### src/rtl/muldiv_pkg.sv
package muldiv_pkg;
  typedef enum logic [2:0] {
    OP_MULS  = 3'd0,
    OP_MULU  = 3'd1,
    OP_DIVS  = 3'd2,
    OP_DIVU  = 3'd3,
    OP_SETHI = 3'd4,
    OP_SETLO = 3'd5
  } md_op_e;

  typedef enum logic [1:0] {
    DV_IDLE = 2'd0,
    DV_RUN  = 2'd1,
    DV_FIN  = 2'd2
  } dv_state_e;
endpackage

### src/rtl/muldiv_mul.sv
module muldiv_mul #(
  parameter int W = 32
) (
  input  logic           sgn_i,
  input  logic [W-1:0]   a_i,
  input  logic [W-1:0]   b_i,
  output logic [2*W-1:0] prod_o
);
  logic [2*W-1:0] xa, xb;

  // Sign- or zero-extension to the product width; low 2W bits are exact.
  always_comb begin
    xa     = {{W{sgn_i & a_i[W-1]}}, a_i};
    xb     = {{W{sgn_i & b_i[W-1]}}, b_i};
    prod_o = xa * xb;
  end
endmodule

### src/rtl/muldiv_div.sv
module muldiv_div
  import muldiv_pkg::*;
#(
  parameter int W = 32
) (
  input  logic         clk,
  input  logic         rst_n,
  input  logic         start_i,
  input  logic         sgn_i,
  input  logic [W-1:0] a_i,
  input  logic [W-1:0] b_i,
  output logic         valid_o,
  output logic [W-1:0] quot_o,
  output logic [W-1:0] rem_o
);
  localparam int CW = $clog2(W + 1);

  dv_state_e      st_q, st_d;
  logic [CW-1:0]  cnt_q, cnt_d;
  logic [W-1:0]   rem_q, rem_d;
  logic [W-1:0]   quo_q, quo_d;
  logic [W-1:0]   dvs_q, dvs_d;
  logic           negq_q, negq_d, negr_q, negr_d, zero_q, zero_d;
  logic [W:0]     shifted, trial;
  logic           en;

  always_comb begin
    shifted = {rem_q, quo_q[W-1]};
    trial   = shifted - {1'b0, dvs_q};
    st_d    = st_q;
    cnt_d   = cnt_q;
    rem_d   = rem_q;
    quo_d   = quo_q;
    dvs_d   = dvs_q;
    negq_d  = negq_q;
    negr_d  = negr_q;
    zero_d  = zero_q;
    unique case (st_q)
      DV_IDLE: if (start_i) begin
        quo_d  = (sgn_i & a_i[W-1]) ? -a_i : a_i;
        dvs_d  = (sgn_i & b_i[W-1]) ? -b_i : b_i;
        rem_d  = '0;
        cnt_d  = CW'(W);
        negq_d = sgn_i & (a_i[W-1] ^ b_i[W-1]);
        negr_d = sgn_i & a_i[W-1];
        zero_d = (b_i == '0);
        st_d   = DV_RUN;
      end
      DV_RUN: begin
        if (!trial[W]) begin
          rem_d = trial[W-1:0];
          quo_d = {quo_q[W-2:0], 1'b1};
        end else begin
          rem_d = shifted[W-1:0];
          quo_d = {quo_q[W-2:0], 1'b0};
        end
        cnt_d = cnt_q - CW'(1);
        if (cnt_q == CW'(1)) st_d = DV_FIN;
      end
      default: st_d = DV_IDLE;
    endcase
  end

  assign en = start_i | (st_q != DV_IDLE);

  always_ff @(posedge clk or negedge rst_n) begin
    if (!rst_n) begin
      st_q   <= DV_IDLE;
      cnt_q  <= '0;
      rem_q  <= '0;
      quo_q  <= '0;
      dvs_q  <= '0;
      negq_q <= 1'b0;
      negr_q <= 1'b0;
      zero_q <= 1'b0;
    end else if (en) begin
      st_q   <= st_d;
      cnt_q  <= cnt_d;
      rem_q  <= rem_d;
      quo_q  <= quo_d;
      dvs_q  <= dvs_d;
      negq_q <= negq_d;
      negr_q <= negr_d;
      zero_q <= zero_d;
    end
  end

  always_comb begin
    valid_o = (st_q == DV_FIN);
    quot_o  = zero_q ? '0 : (negq_q ? -quo_q : quo_q);
    rem_o   = zero_q ? '0 : (negr_q ? -rem_q : rem_q);
  end

  // the step counter is never zero while iterating
  a_r9_count_nonzero: assert property (@(posedge clk) disable iff (!rst_n)
    (st_q == DV_RUN) |-> (cnt_q != '0));
  // the sign-fix cycle is always preceded by an iteration cycle
  a_r9_fin_after_run: assert property (@(posedge clk) disable iff (!rst_n)
    (st_q == DV_FIN) |-> ($past(st_q) == DV_RUN));
endmodule

### src/rtl/muldiv_unit.sv
module muldiv_unit
  import muldiv_pkg::*;
#(
  parameter int DATA_W = 32
) (
  input  logic              clk,
  input  logic              rst_n,
  input  logic              start_i,
  input  logic [2:0]        op_i,
  input  logic [DATA_W-1:0] a_i,
  input  logic [DATA_W-1:0] b_i,
  output logic              busy_o,
  output logic              done_o,
  output logic [DATA_W-1:0] hi_o,
  output logic [DATA_W-1:0] lo_o
);
  localparam int PW = 2 * DATA_W;

  logic              accept, is_mul, is_div, is_sethi, is_setlo, sgn;
  logic              busy_q, busy_d, done_q, done_d;
  logic              mpend_q, mpend_d;
  logic              msgn_q, msgn_d;
  logic [DATA_W-1:0] ma_q, ma_d, mb_q, mb_d;
  logic [DATA_W-1:0] hi_q, hi_d, lo_q, lo_d;
  logic [PW-1:0]     prod;
  logic              dv_valid;
  logic [DATA_W-1:0] dv_quot, dv_rem;
  logic              finish;

  always_comb begin
    is_mul   = 1'b0;
    is_div   = 1'b0;
    is_sethi = 1'b0;
    is_setlo = 1'b0;
    sgn      = 1'b0;
    case (op_i)
      OP_MULS:  begin is_mul = 1'b1; sgn = 1'b1; end
      OP_MULU:  is_mul = 1'b1;
      OP_DIVS:  begin is_div = 1'b1; sgn = 1'b1; end
      OP_DIVU:  is_div = 1'b1;
      OP_SETHI: is_sethi = 1'b1;
      OP_SETLO: is_setlo = 1'b1;
      default:  ;
    endcase
  end

  assign accept = start_i & ~busy_q;

  muldiv_mul #(.W(DATA_W)) u_mul (
    .sgn_i  (msgn_q),
    .a_i    (ma_q),
    .b_i    (mb_q),
    .prod_o (prod)
  );

  muldiv_div #(.W(DATA_W)) u_div (
    .clk     (clk),
    .rst_n   (rst_n),
    .start_i (accept & is_div),
    .sgn_i   (sgn),
    .a_i     (a_i),
    .b_i     (b_i),
    .valid_o (dv_valid),
    .quot_o  (dv_quot),
    .rem_o   (dv_rem)
  );

  assign finish = mpend_q | dv_valid;

  always_comb begin
    hi_d    = hi_q;
    lo_d    = lo_q;
    ma_d    = ma_q;
    mb_d    = mb_q;
    msgn_d  = msgn_q;
    mpend_d = accept & is_mul;
    busy_d  = (busy_q & ~finish) | (accept & (is_mul | is_div));
    done_d  = finish | (accept & (is_sethi | is_setlo));
    if (accept & is_mul) begin
      ma_d   = a_i;
      mb_d   = b_i;
      msgn_d = sgn;
    end
    if (mpend_q) begin
      hi_d = prod[PW-1:DATA_W];
      lo_d = prod[DATA_W-1:0];
    end else if (dv_valid) begin
      hi_d = dv_rem;
      lo_d = dv_quot;
    end else if (accept & is_sethi) begin
      hi_d = a_i;
    end else if (accept & is_setlo) begin
      lo_d = a_i;
    end
  end

  always_ff @(posedge clk or negedge rst_n) begin
    if (!rst_n) begin
      busy_q  <= 1'b0;
      done_q  <= 1'b0;
      mpend_q <= 1'b0;
    end else begin
      busy_q  <= busy_d;
      done_q  <= done_d;
      mpend_q <= mpend_d;
    end
  end

  always_ff @(posedge clk or negedge rst_n) begin
    if (!rst_n) begin
      ma_q   <= '0;
      mb_q   <= '0;
      msgn_q <= 1'b0;
    end else if (accept & is_mul) begin
      ma_q   <= ma_d;
      mb_q   <= mb_d;
      msgn_q <= msgn_d;
    end
  end

  always_ff @(posedge clk or negedge rst_n) begin
    if (!rst_n) begin
      hi_q <= '0;
      lo_q <= '0;
    end else if (finish | accept) begin
      hi_q <= hi_d;
      lo_q <= lo_d;
    end
  end

  assign busy_o = busy_q;
  assign done_o = done_q;
  assign hi_o   = hi_q;
  assign lo_o   = lo_q;

  // no completion pulse while an operation is still running
  a_r12_no_done_while_busy: assert property (@(posedge clk) disable iff (!rst_n)
    busy_o |-> !done_o);
  // every end of a busy period carries a done pulse
  a_r12_done_on_busy_fall: assert property (@(posedge clk) disable iff (!rst_n)
    $fell(busy_o) |-> done_o);
  // results stay put while busy unless this is the completing write
  a_r11_hilo_hold_busy: assert property (@(posedge clk) disable iff (!rst_n)
    busy_o |=> ($stable(hi_o) && $stable(lo_o)) || done_o);
  // a multiply finishes one cycle after it is accepted
  a_r4_mul_one_cycle: assert property (@(posedge clk) disable iff (!rst_n)
    mpend_q |=> done_o && !busy_o);
endmodule

### config.mk
export PLATFORM = sky130hd
export DESIGN_NAME = muldiv_unit
export DESIGN_NICKNAME = d
export VERILOG_FILES = /design/src/rtl/muldiv_pkg.sv /design/src/rtl/muldiv_mul.sv /design/src/rtl/muldiv_div.sv /design/src/rtl/muldiv_unit.sv
export SDC_FILE = /design/constraint.sdc
export NUM_CORES = 2
export LEC_CHECK = 0
export BUFFER_PORTS_ARGS = -buffer_cell sky130_fd_sc_hd__buf_2
export CORE_UTILIZATION = 60
export CTS_CLUSTER_SIZE = 12
export DETAILED_ROUTE_END_ITERATION = 10
export HOLD_SLACK_MARGIN = 0.15
export PLACE_DENSITY = 0.79
export REMOVE_ABC_BUFFERS = 1
export SLEW_MARGIN = 40
export SYNTH_ARGS = -nofsm -noshare
export SYNTH_HDL_FRONTEND = slang
export SYNTH_SLANG_ARGS = --single-unit
### constraint.sdc
create_clock -name clk -period 7.5 [get_ports clk]
set_clock_uncertainty 0.2 [all_clocks]
set_input_delay 1.5 -clock clk [delete_from_list [all_inputs] [get_ports clk]]
set_output_delay 1.5 -clock clk [all_outputs]
set_load 0.03 [all_outputs]
==> impl_metrics.toml <==
[logic_synthesis]
ys_seq_area_share_pct = 11.4
muxShareOfSynthArea_pct = 1.88
netlist_area_um2 = 52400
synth_compound_area_share_pct = 8.67
synth-edff-count = 0
yosysWarnings = 0
synthAdderAreaFrac_pct = 49.0
synth-seq-cells = 239
ys_async_sr_fraction_pct = 100
netlist-cell-type-count = 76
synth.top_cell.area_share_pct = 43.0
synth_cells = 5775
syn_avg_cell_area_um2 = 9.07
synth_xor_area_share_pct = 3.65
yosysTopAreaCell = "fa_1"
yosys.area_share.simple_pct = 14.5
yosys-top-cells-area = "fa_1 43%, dfrtp_1 11%, inv_1 8.4%"
synthFlopType = "dfrtp_1"
synth_top_family_by_area = "adder cells"

[worst_hold_path]
whs_path_depth = 1
hp-class = "flop to flop"

[detailed_routing]
wl_per_cell_um = 22.7
drc_errors = 0
via_count = 44200
vias_per_cell = 5.95
ant_nets = 0
drt_iter0_drc = 3991
wirelength_mm = 168
drtPass1Iterations = 8

[critical_path]
reg2reg_depth = 31
critical_path_arrival_ps = 8270
slowest_delay_ps = 540
cp_max_fo = 10
critical_path_class = "flop to flop"
end_kind = "flop"
startpoint_type = "flop"
cp_slowest_cell = "fa_1"
cp.required_ps = 7720
crit_top_cell = "fa_1"

[die]
ioPinCount = 136
std_cell_rows = 107
start_util_pct = 61.0
die_h_um = 297
die_x_um = 297
design.core.area_um2 = 85800
die_area_um2 = 88500

[layout]
synthToLayoutAreaGrowth_pct = 18.5
final_common_cell = "inv_1"
nFillCells = 5888
fin_util_pct = 72.3
final_nets = 7701
final_cell_mix = "1102 x inv_1, 1091 x fa_1, 838 x nand2_1"
drive_above_1_share_pct = 20.1

[clocking]
cts_buffers = 28
clock_sinks = 239
cts_buffer_depth = 3
clock_latency_ps = 580
cts-root-buf = "clkbuf_16"
h-tree-depth = 1
tritoncts = "done"
path_clk_slew_ps = 60
cts_hold_buf = 0

[timing]
fmax_mhz = 124
setup_viol = 38
fin_crit_sh_pct = 107
worst_pin_slew_ps = 856
fin_ws_ps = -557
grt_setup_unrepaired = "true"
min_period_ps = 8060
slew_headroom_pct = 42.9
whs_ps = 277
finalHoldViolations = 0
slew_violations = 0

[place]
numPortBuffers = 135
hpwl_mm = 127
gp_congestion = 0.987

[global_route]
grtUsageMet2_pct = 60.7
grt.overflow.total = 0
grt_pass1_vias = 46600
use_met3_pct = 7.27
top_usage_layer = "met2"
grt.total_usage_pct = 37.1
antenna_found_initial = 14
grt_max_degree = 86
grt_first_pass_wirelength_mm = 253
grtUsageMet1_pct = 45.8

[flow_run]
drv_cap = 0

[outcome]
outcome = "finished with violations"
violations = "negative setup slack"
## cells in the mapped netlist, types with 6 or more instances
library cell  instances
inv_1              1178
fa_1               1126
nand2_1             860
and2_1              353
clkbuf_1            328
ha_1                250
o21ai_0             247
dfrtp_1             239
a21oi_1             168
nor2_1              161
xnor2_1             125
xor2_1               93
mux2_2               68
nand3_1              58
a21o_1               50
a22oi_1              33
o31ai_1              33
a221oi_1             30
and3_1               30
mux2i_1              22
nor3_1               22
nor2b_1              21
o211ai_1             21
a211oi_1             20
o21bai_1             19
nand4_1              17
nand2b_1             16
or4_1                14
a31oi_1              13
nor4_1               13
o41ai_1              12
or2_2                12
o21a_1               11
or3_1                11
or4_4                 6
## final timing paths
kind	startpoint	endpoint	slack [ps]
max	mb_q[2]$_DFFE_PN0P_	hi_o[27]$_DFFE_PN0P_	-560
min	u_div.cnt_q[5]$_DFFE_PN0P_	u_div.cnt_q[5]$_DFFE_PN0P_	280
max reg2reg	mb_q[2]$_DFFE_PN0P_	hi_o[27]$_DFFE_PN0P_	-560
min reg2reg	u_div.cnt_q[5]$_DFFE_PN0P_	u_div.cnt_q[5]$_DFFE_PN0P_	280
max in group asynchronous	rst_n	ma_q[16]$_DFFE_PN0P_	5020
min in group asynchronous	rst_n	u_div.dvs_q[12]$_DFFE_PN0P_	640
## through the flow
| stage | cells | worst slack [ps] | instance area, µm² | setup TNS (ps) |
|---|---|---|---|---|
| CTS | 7357 | -385 | 60700 | -4230 |
| finish | 7424 | -557 | 62100 | -12680 |
| floorplan | 5438 | -1110 | 51100 | -13330 |
| global placement | 7232 | -515 | 58000 | -9490 |
| detailed placement | 7235 | -610 | 58100 | -12490 |
| global route | 7422 | -819 | 62100 | -19360 |
## routing by layer
layer / wire (µm) / up-vias / share of wire (%)
met2: 79400 / 2596 / 47
met4: 14100 / 8 / 8.3
met1: 57500 / 22200 / 34
met5: 42 / - / 0.025
met3: 17300 / 790 / 10
li1: - / 18500 / -
## cell type report
type	instances	area, µm²	area share, %
timing repair buffer	787	7160	11.5
sequential	239	6010	9.68
antenna	5	12.5	0.0202
clock buffer	43	838	1.35
tap	1144	1430	2.31
clock inverter	7	70.1	0.113
multi-input combinational	4020	42100	67.9
inverter	1179	4430	7.13
## critical path, delay by kind of cell, from the launching register on
kind | cells | cell delay [ps]
AO/OA/AOI/OAI | 4 | 570
XOR/XNOR | 1 | 150
adder cells (fa/ha/maj) | 9 | 4340
buffers and inverters | 11 | 1070
flip-flops | 1 | 440
AND/OR/NAND/NOR | 6 | 1130
## registers in the layout, indices dropped and copies added (netlist names)
name          flops
busy_o            1
u_div.dvs_q      32
u_div.cnt_q       6
ma_q             32
u_div.st_q        2
u_div.zero_q      1
u_div.quo_q      32
u_div.negq_q      1
u_div.rem_q      32
hi_o             32
msgn_q            1
mpend_q           1
mb_q             32
done_o            1
u_div.negr_q      1
lo_o             32
## cells by family after synthesis
kind of cell             count (synthesis)
XOR/XNOR                               218
adder cells (fa/ha/maj)               1376
flip-flops                             239
buffers and inverters                 1516
AND/OR/NAND/NOR                       1617
AO/OA/AOI/OAI                          719
multiplexers                            90
## timing repair
action,CTS,global route
setup buffers,71,61
resized for setup,258,237
pin swaps,144,147
setup endpoints to repair,37,37
cloned,4,6
Power is not shown: default switching activity piles up to over one toggle a cycle in this logic, so the estimate is an artifact.
